===== config.mk =====
export PLATFORM = sky130hd
export DESIGN_NAME = prescaled_pwm
export DESIGN_NICKNAME = d
export VERILOG_FILES = /design/src/rtl/ppwm_pkg.sv /design/src/rtl/ppwm_ctrl.sv /design/src/rtl/ppwm_datapath.sv /design/src/rtl/prescaled_pwm.sv
export SDC_FILE = /design/constraint.sdc
export NUM_CORES = 1
export LEC_CHECK = 0
export CAP_MARGIN = 20
export CORE_ASPECT_RATIO = 1.1
export CORE_MARGIN = 2
export CORE_UTILIZATION = 45
export CTS_CLUSTER_DIAMETER = 200
export DETAILED_ROUTE_END_ITERATION = 6
export PLACE_DENSITY = 0.7
export SLEW_MARGIN = 5
export SYNTH_ARGS = -nofsm -noshare
export SYNTH_HDL_FRONTEND = slang
export SYNTH_SLANG_ARGS = --single-unit
export TNS_END_PERCENT = 20

===== constraint.sdc =====
create_clock -name clk -period 6.9 [get_ports clk]
set_clock_uncertainty 0.05 [all_clocks]
set_input_delay 2.07 -clock clk [delete_from_list [all_inputs] [get_ports clk]]
set_output_delay 2.07 -clock clk [all_outputs]
set_load 0.02 [all_outputs]

===== src/rtl/ppwm_pkg.sv =====
package ppwm_pkg;
  parameter int PRE_W = 6;
  parameter int VAL_W = 10;
  localparam int SHUT_BIT = PRE_W;
  localparam int FULL_BIT = VAL_W;
  localparam logic [1:0] SEL_CTRL   = 2'd0;
  localparam logic [1:0] SEL_DUTY   = 2'd1;
  localparam logic [1:0] SEL_PERIOD = 2'd2;

  typedef struct packed {
    logic [PRE_W-1:0] pre;
    logic             shut;
    logic [VAL_W-1:0] dc;
    logic             full;
    logic [VAL_W-1:0] pv;
  } chCfg_t;

  typedef struct packed {
    logic start;
    logic run;
    logic outEn;
  } chStrobe_t;

  typedef enum logic [1:0] {
    ST_IDLE  = 2'd0,
    ST_RUN   = 2'd1,
    ST_DRAIN = 2'd2
  } chState_t;
endpackage


===== src/rtl/ppwm_ctrl.sv =====
module ppwm_ctrl
  import ppwm_pkg::*;
#(
  parameter int NUM_CH = 2,
  parameter int ADDR_W = 5,
  parameter int DATA_W = 32
) (
  input  logic                         clk,
  input  logic                         rstN,
  input  logic                         wrEn,
  input  logic [ADDR_W-1:0]            addr,
  input  logic [DATA_W-1:0]            wrData,
  output logic [DATA_W-1:0]            rdData,
  input  logic [NUM_CH-1:0]            chanEn,
  input  logic [NUM_CH-1:0]            wrapVec,
  output chCfg_t    [NUM_CH-1:0]       cfgVec,
  output chStrobe_t [NUM_CH-1:0]       stbVec
);
  localparam int CH_LSB = 4;
  localparam int IDX_W  = ADDR_W - CH_LSB;

  logic [IDX_W-1:0] chIdx;
  logic [1:0]       regSel;
  logic             mapped;

  assign chIdx  = addr[ADDR_W-1:CH_LSB];
  assign regSel = addr[CH_LSB-1:2];
  assign mapped = (addr[1:0] == 2'b00) && (regSel != 2'd3) && (int'(chIdx) < NUM_CH);

  for (genvar c = 0; c < NUM_CH; c++) begin : g_ch
    chCfg_t    cfgR;
    chState_t  st, stNxt;
    chStrobe_t stb;
    logic      wrHit;

    assign wrHit = wrEn && mapped && (int'(chIdx) == c);

    // register file for this channel
    always_ff @(posedge clk or negedge rstN) begin
      if (!rstN) begin
        cfgR <= '0;
      end else if (wrHit) begin
        case (regSel)
          SEL_CTRL: begin
            cfgR.pre  <= wrData[PRE_W-1:0];
            cfgR.shut <= wrData[SHUT_BIT];
          end
          SEL_DUTY: begin
            cfgR.dc   <= wrData[VAL_W-1:0];
            cfgR.full <= wrData[FULL_BIT];
          end
          SEL_PERIOD: cfgR.pv <= wrData[VAL_W-1:0];
          default: ;
        endcase
      end
    end

    // run / drain sequencing
    always_ff @(posedge clk or negedge rstN) begin
      if (!rstN) st <= ST_IDLE;
      else       st <= stNxt;
    end

    always_comb begin
      stNxt     = st;
      stb       = '0;
      stb.outEn = (st != ST_IDLE);
      stb.run   = (st != ST_IDLE);
      case (st)
        ST_IDLE: begin
          if (chanEn[c]) begin
            stb.start = 1'b1;
            stNxt     = ST_RUN;
          end
        end
        ST_RUN: begin
          if (!chanEn[c]) begin
            if (cfgR.shut || wrapVec[c]) stNxt = ST_IDLE;
            else                         stNxt = ST_DRAIN;
          end
        end
        ST_DRAIN: begin
          if (cfgR.shut || wrapVec[c]) stNxt = ST_IDLE;
        end
        default: stNxt = ST_IDLE;
      endcase
    end

    assign cfgVec[c] = cfgR;
    assign stbVec[c] = stb;
  end

  // read mux
  always_comb begin
    rdData = '0;
    for (int c = 0; c < NUM_CH; c++) begin
      if (mapped && (int'(chIdx) == c)) begin
        case (regSel)
          SEL_CTRL:   rdData[SHUT_BIT:0] = {cfgVec[c].shut, cfgVec[c].pre};
          SEL_DUTY:   rdData[FULL_BIT:0] = {cfgVec[c].full, cfgVec[c].dc};
          SEL_PERIOD: rdData[VAL_W-1:0]  = cfgVec[c].pv;
          default: ;
        endcase
      end
    end
  end
endmodule


===== src/rtl/ppwm_datapath.sv =====
module ppwm_datapath
  import ppwm_pkg::*;
(
  input  logic      clk,
  input  logic      rstN,
  input  chCfg_t    cfg,
  input  chStrobe_t stb,
  output logic      atWrap,
  output logic      pwmOut
);
  logic [PRE_W-1:0] preCnt, shPre;
  logic [VAL_W-1:0] perCnt, shDc, shPv;
  logic             shFull;
  logic             preWrap, perWrap;

  assign preWrap = (preCnt == shPre);
  assign perWrap = (perCnt == shPv);
  assign atWrap  = preWrap && perWrap;

  always_ff @(posedge clk or negedge rstN) begin
    if (!rstN) begin
      preCnt <= '0;
      perCnt <= '0;
      shPre  <= '0;
      shDc   <= '0;
      shPv   <= '0;
      shFull <= 1'b0;
    end else if (stb.start) begin
      preCnt <= '0;
      perCnt <= '0;
      shPre  <= cfg.pre;
      shDc   <= cfg.dc;
      shPv   <= cfg.pv;
      shFull <= cfg.full;
    end else if (stb.run) begin
      if (preWrap) begin
        preCnt <= '0;
        if (perWrap) begin
          perCnt <= '0;
          shPre  <= cfg.pre;
          shDc   <= cfg.dc;
          shPv   <= cfg.pv;
          shFull <= cfg.full;
        end else begin
          perCnt <= perCnt + VAL_W'(1);
        end
      end else begin
        preCnt <= preCnt + PRE_W'(1);
      end
    end
  end

  // counter never exceeds PV, so DC > PV covers the whole period
  assign pwmOut = stb.outEn && (shFull || (perCnt < shDc));
endmodule


===== src/rtl/prescaled_pwm.sv =====
module prescaled_pwm
  import ppwm_pkg::*;
#(
  parameter bit HAS_CH1 = 1'b1,
  parameter int ADDR_W  = 5,
  parameter int DATA_W  = 32,
  localparam int NUM_CH = HAS_CH1 ? 2 : 1
) (
  input  logic              clk,
  input  logic              rstN,
  input  logic              wrEn,
  input  logic [ADDR_W-1:0] addr,
  input  logic [DATA_W-1:0] wrData,
  output logic [DATA_W-1:0] rdData,
  input  logic [NUM_CH-1:0] chanEn,
  output logic [NUM_CH-1:0] pwmOut
);
  chCfg_t    [NUM_CH-1:0] cfgVec;
  chStrobe_t [NUM_CH-1:0] stbVec;
  logic      [NUM_CH-1:0] wrapVec;

  ppwm_ctrl #(.NUM_CH(NUM_CH), .ADDR_W(ADDR_W), .DATA_W(DATA_W)) u_ctrl (
    .clk(clk), .rstN(rstN), .wrEn(wrEn), .addr(addr), .wrData(wrData),
    .rdData(rdData), .chanEn(chanEn), .wrapVec(wrapVec),
    .cfgVec(cfgVec), .stbVec(stbVec)
  );

  for (genvar c = 0; c < NUM_CH; c++) begin : g_dp
    ppwm_datapath u_dp (
      .clk(clk), .rstN(rstN), .cfg(cfgVec[c]), .stb(stbVec[c]),
      .atWrap(wrapVec[c]), .pwmOut(pwmOut[c])
    );
  end
endmodule


After elaboration in Yosys (flattened, before gate mapping)
Index checks and enable logic that the tools add are counted.
W data, S select, Z words.
Word-level totals
  bits in registers: 146
  bits in latches: 0
  bits in writable memories: 0
  ROM bits: 0
  input port bits: 42
  word-level logic and storage cells: 154
  memories kept: 0
Operators by class
  add/sub/neg operators: 4
  $mul: 0
  divide/modulo/power cells: 0
  magnitude comparators: 2
  equality and inequality tests: 17
  shift-type cells: 0
  muxes and demuxes: 68
  bitwise gates (word level): 1
  reduce and logical (&&, ||, !) cells: 38
Operators with widths (number)
  $mux W10: 24
  $mux W6: 14
  $pmux W7 S3: 2
  $mux W11: 2
  $add A10 B1 Y10 const B: 2
  $eq A10 B10 Y1: 2
  $lt A10 B10 Y1: 2
  $mux W2: 8
  $reduce_and A2 Y1: 8
  $reduce_bool A2 Y1: 8
  $mux W1: 14
  $add A6 B1 Y6 const B: 2
  $eq A6 B6 Y1: 2
  $pmux W2 S3: 2
  $pmux W3 S2: 2
  $reduce_and A3 Y1: 4
  $logic_and A1 B1 Y1: 10
  $ne A2 B2 Y1 const B: 5
  $logic_not A2 Y1: 4
  $eq A2 B1 Y1 const B: 3
  $eq A2 B2 Y1 const B: 3
  $logic_or A1 B1 Y1: 4
  $ne A2 B1 Y1 const B: 2
  $not A1 Y1: 1

Depth between registers and ports, before layout
Gate-level depths: netlist of the first run.
  word-level depth: 6
  mapped depth: 8
  gate-level depth less buffers: 7

Modules after synthesis
A second synthesis of the first run with hierarchy kept.
Second synthesis, totals
  cell total of the unflattened synthesis: 651
  area, all modules: 7629.8 um^2
By module, submodules not included
  ppwm_ctrl: instances 1, cells an instance 219, area each 2900.3 um^2, seq. area each 1501.4 um^2
  ppwm_datapath (g_dp[0].u_dp): instances 1, cells an instance 215, area each 2377.3 um^2, seq. area each 1076.0 um^2
  ppwm_datapath (g_dp[1].u_dp): instances 1, cells an instance 217, area each 2352.3 um^2, seq. area each 1076.0 um^2

Worst setup path after synthesis of the first run
No wires, ideal clock.
  path type: input -> output
  from: in addr[2]
  to: out rdData[9]
  arrival: 3.381 ns
  required time: 4.780 ns
  path slack: 1.399 ns
  stages on the path: 5
  path buffers: 0
  path through: ha_1 nor4_1 a22o_1 a22oi_1 nor2b_1
On the way
  cells in the longest elaborated chain, start to end: 6
  elaborated cells between the ends (all ways): 10
RTL lines
  start: declaration: line prescaled_pwm.sv:12  | input logic [ADDR_W-1:0] addr,
  parallel branches: the longest is 5 deep, another holds $mux W11
  $mux W11 (*): line ppwm_ctrl.sv:97  | if (mapped && (int'(chIdx) == c)) begin
  end: declaration: line prescaled_pwm.sv:14  | output logic [DATA_W-1:0] rdData,
Mark *: on every way between the ends.

Final worst setup path of the first run
  from: in addr[2]
  to: out rdData[3]
On the way
  cells in the longest elaborated chain, start to end: 6
  elaborated cells between the ends (all ways): 11
RTL lines (line)
  parallel branches: the longest is 5 deep, another holds $mux W11
  $mux W11 (*): ppwm_ctrl.sv:97
Marks and branches as above.

==> results.json, run 1 <==
{
  "synth_edf_count": 0,
  "hold_violations": 0,
  "crit_path_cell_trace": "clkdlybuf4s50_1, ha_1, nor3_1, nand2_1, o22ai_1, clkdlybuf4s50_1",
  "synth_area_sq_um": 7450,
  "cts_root_buffer": "clkbuf_16",
  "setup-tns-final_ns": 0,
  "post_cts_buffers": 0,
  "dp_cells": 830,
  "regArea_sq_um": 3650,
  "timing.final.crit_share_pct": 94.0,
  "path_clk_slew_ns": 0.06,
  "critPathMaxStageDelay_ns": 0.67,
  "synth.distinct_cells": 50,
  "dpl.hpwl_um": 10800,
  "cts_buffers": 17,
  "ys_warn_count": 0,
  "grt_max_degree": 90,
  "drt_wl_total_um": 15200,
  "layout_common_cells": "dfrtp_1, mux2_2, xnor2_1",
  "antenna_found_initial": 0,
  "cts_hold_buf": 0,
  "postRouteAntennaNets": 0,
  "ys_async_sr_fraction_pct": 100,
  "vdd_drop_max_uv": 206,
  "clockBufferDepth": 2,
  "finalPower_mw": 3.20,
  "io_buffer_count": 33,
  "hp-class": "flop to flop",
  "num-fill-cells": 1344,
  "n_antenna_cell": 0,
  "nNetsFinal": 713,
  "drc": 0,
  "wl_per_cell_um": 17.6,
  "clock_latency_ns": 0.42,
  "path_max_fanout": 9,
  "path_common_cell": "clkdlybuf4s50_1",
  "cts_resized": 0,
  "worstSetupPathType": "primary input to output port",
  "overflow": 0,
  "first_pass_iters": 7,
  "tightest_slew_ns": 1.02,
  "multiInputGateArea_sq_um": 3450,
  "syn_area_per_cell_sq_um": 12.2,
  "gp_congestion": 0.858,
  "grt_pass1_wl_um": 25300,
  "final-instance-count-excl-fill": 862,
  "p_leak_nw": 3.89,
  "die-area_sq_um": 17600,
  "rsz0062_at_grt": "false",
  "critical_path_required_ns": 4.78,
  "period_needed_ns": 6.49,
  "synthCells": 611,
  "grt_use_total_pct": 18.0,
  "die_w_um": 127,
  "power_density_nw_per_um2": 379,
  "viasPerCell": 5.61,
  "worstSetupEndpointType": "output port",
  "grt_pass1_vias": 4955,
  "fmax_mhz": 154,
  "dr_total_vias": 4840,
  "holdWs_ns": 0.447,
  "crit_buf_inv": 2,
  "cpLargestDelayFamily": "buffers and inverters",
  "die_y_um": 139,
  "drive_gt1_share_pct": 23.4,
  "drtIter0Drc": 320,
  "synth-seq-cells": 146,
  "rows": 49,
  "startpoint_type": "primary input",
  "syn_to_final_growth_pct": 13.1,
  "setup_violations": 0,
  "cts_tree": "done",
  "cpMaxStageDelayCell": "clkdlybuf4s50_1",
  "core_sq_um": 16200,
  "ys_seq_area_share_pct": 49.1,
  "start_util_pct": 45.8,
  "synthFlopType": "dfrtp_1",
  "status": "finished, final reports clean",
  "max_slew_margin_pct": 32.3,
  "final_common_cell": "dfrtp_1",
  "cp.arrival_ns": 4.37,
  "boundaryPins": 76,
  "design_area_sq_um": 8430,
  "placed_area_sq_um": 7830,
  "clock_sinks": 146,
  "htree_num_levels": 4,
  "drv_slew": 0,
  "drv_cap": 0
}
worst register-to-register path: stages, from the launching register on:
cell	delay [ns]
dfrtp_1	0.46
xor2_1	0.19
nor4_1	0.40
nand4_1	0.26
o31a_2	0.72
mux2_4	0.43
metrics by stage:
step | setup WS [ns] | util, %
after floorplan | 1.40 | -
after global placement | 0.474 | 48.2
after detailed placement | 0.440 | 48.2
after CTS | 0.436 | 51.9
after global routing | 0.248 | 51.9
final | 0.414 | 51.9
power by group:
| part | internal [mW] | switching [mW] | total, mW | leakage (nW) |
|---|---|---|---|---|
| Combinational | 0.494 | 0.470 | 0.963 | 1.67 |
| Clock | 0.578 | 0.342 | 0.920 | 0.303 |
| Sequential | 1.10 | 0.212 | 1.31 | 1.92 |
sequential cells by signal, indices dropped and copies added, names as in the netlist:
register,count
g_dp.u_dp.perCnt,20
g_dp.u_dp.preCnt,12
g_dp.u_dp.shDc,20
g_dp.u_dp.shFull,2
g_dp.u_dp.shPre,12
g_dp.u_dp.shPv,20
u_ctrl.cfgVec,56
u_ctrl.g_ch.st,4
cell usage after synthesis, drive strengths merged (2+ instances only):
cell type,count,area (sq um)
a221oi,2,17.5
nor4,4,40.0
a21oi,10,53.8
a22o,3,26.3
o21ai,27,135
xnor2,33,289
a222oi,14,140
clkbuf,12,45.0
xor2,12,105
mux2,110,1320
mux2i,2,20.0
nand3b,2,15.0
o22ai,9,56.3
nor2b,12,75.1
nor2,13,48.8
and4,2,17.5
a22oi,7,52.6
nor3,9,45.0
a211o,2,17.5
nor4b,2,17.5
a211oi,2,15.0
o31ai,5,42.5
dfrtp,146,3650
nand2,24,90.1
buf,32,285
inv,24,90.1
and3,7,43.8
o211ai,2,15.0
o31a,2,17.5
a21o,3,22.5
and2,14,87.6
nand3,15,75.1
ha,26,325
nand4,8,50.1
or2,3,18.8
nand2b,6,37.5
layer usage:
layer	GRT usage, %	up-vias	routed length [um]
li1	-	2234	-
met1	22.2	2470	6300
met2	31.3	116	8020
met3	4.28	20	646
met4	5.21	0	244
met5	0	-	0
area by class of cell:
cell class,count,area share [%]
Clock buffer,23,5.91
Tap cell,204,3.03
Timing Repair Buffer,39,4.47
Multi-Input combinational cell,417,40.9
Inverter,24,1.07
Clock inverter,9,1.22
Sequential cell,146,43.4
kinds of logic after synthesis:
| logic type | synth area share (%) |
|---|---|
| AO/OA/AOI/OAI | 8.47 |
| XOR/XNOR | 5.29 |
| adder cells (fa/ha/maj) | 4.37 |
| buffers and inverters | 5.65 |
| flip-flops | 49.1 |
| multiplexers | 18.0 |
| other | 0.0504 |
| AND/OR/NAND/NOR | 9.11 |
path summary, 6_finish.rpt:
path / from / to / slack [ns] / depth (start not counted)
max: addr[2] / rdData[3] / 0.41 / 6
max in group asynchronous: rstN / g_dp[1].u_dp.perCnt[6]$_DFFE_PN0P_ / 3.93 / 2
min reg2reg: u_ctrl.g_ch[1].st[1]$_DFFE_PN0P_ / u_ctrl.g_ch[1].st[0]$_DFFE_PN0P_ / 0.45 / 1
max reg2reg: g_dp[0].u_dp.perCnt[5]$_DFFE_PN0P_ / g_dp[0].u_dp.shPre[0]$_DFFE_PN0P_ / 4.27 / 5
min: u_ctrl.g_ch[1].st[1]$_DFFE_PN0P_ / u_ctrl.g_ch[1].st[0]$_DFFE_PN0P_ / 0.45 / 1
min in group asynchronous: rstN / g_dp[0].u_dp.preCnt[4]$_DFFE_PN0P_ / 1.65 / 1
(Power assumes the default switching activity.)
==> run 2, diff against run 1 <==
- HOLD_SLACK_MARGIN: not set -> 0.15
==> results of run 2 <==
Same layout as run 1: the final DEF is identical, and so are final timing and power.
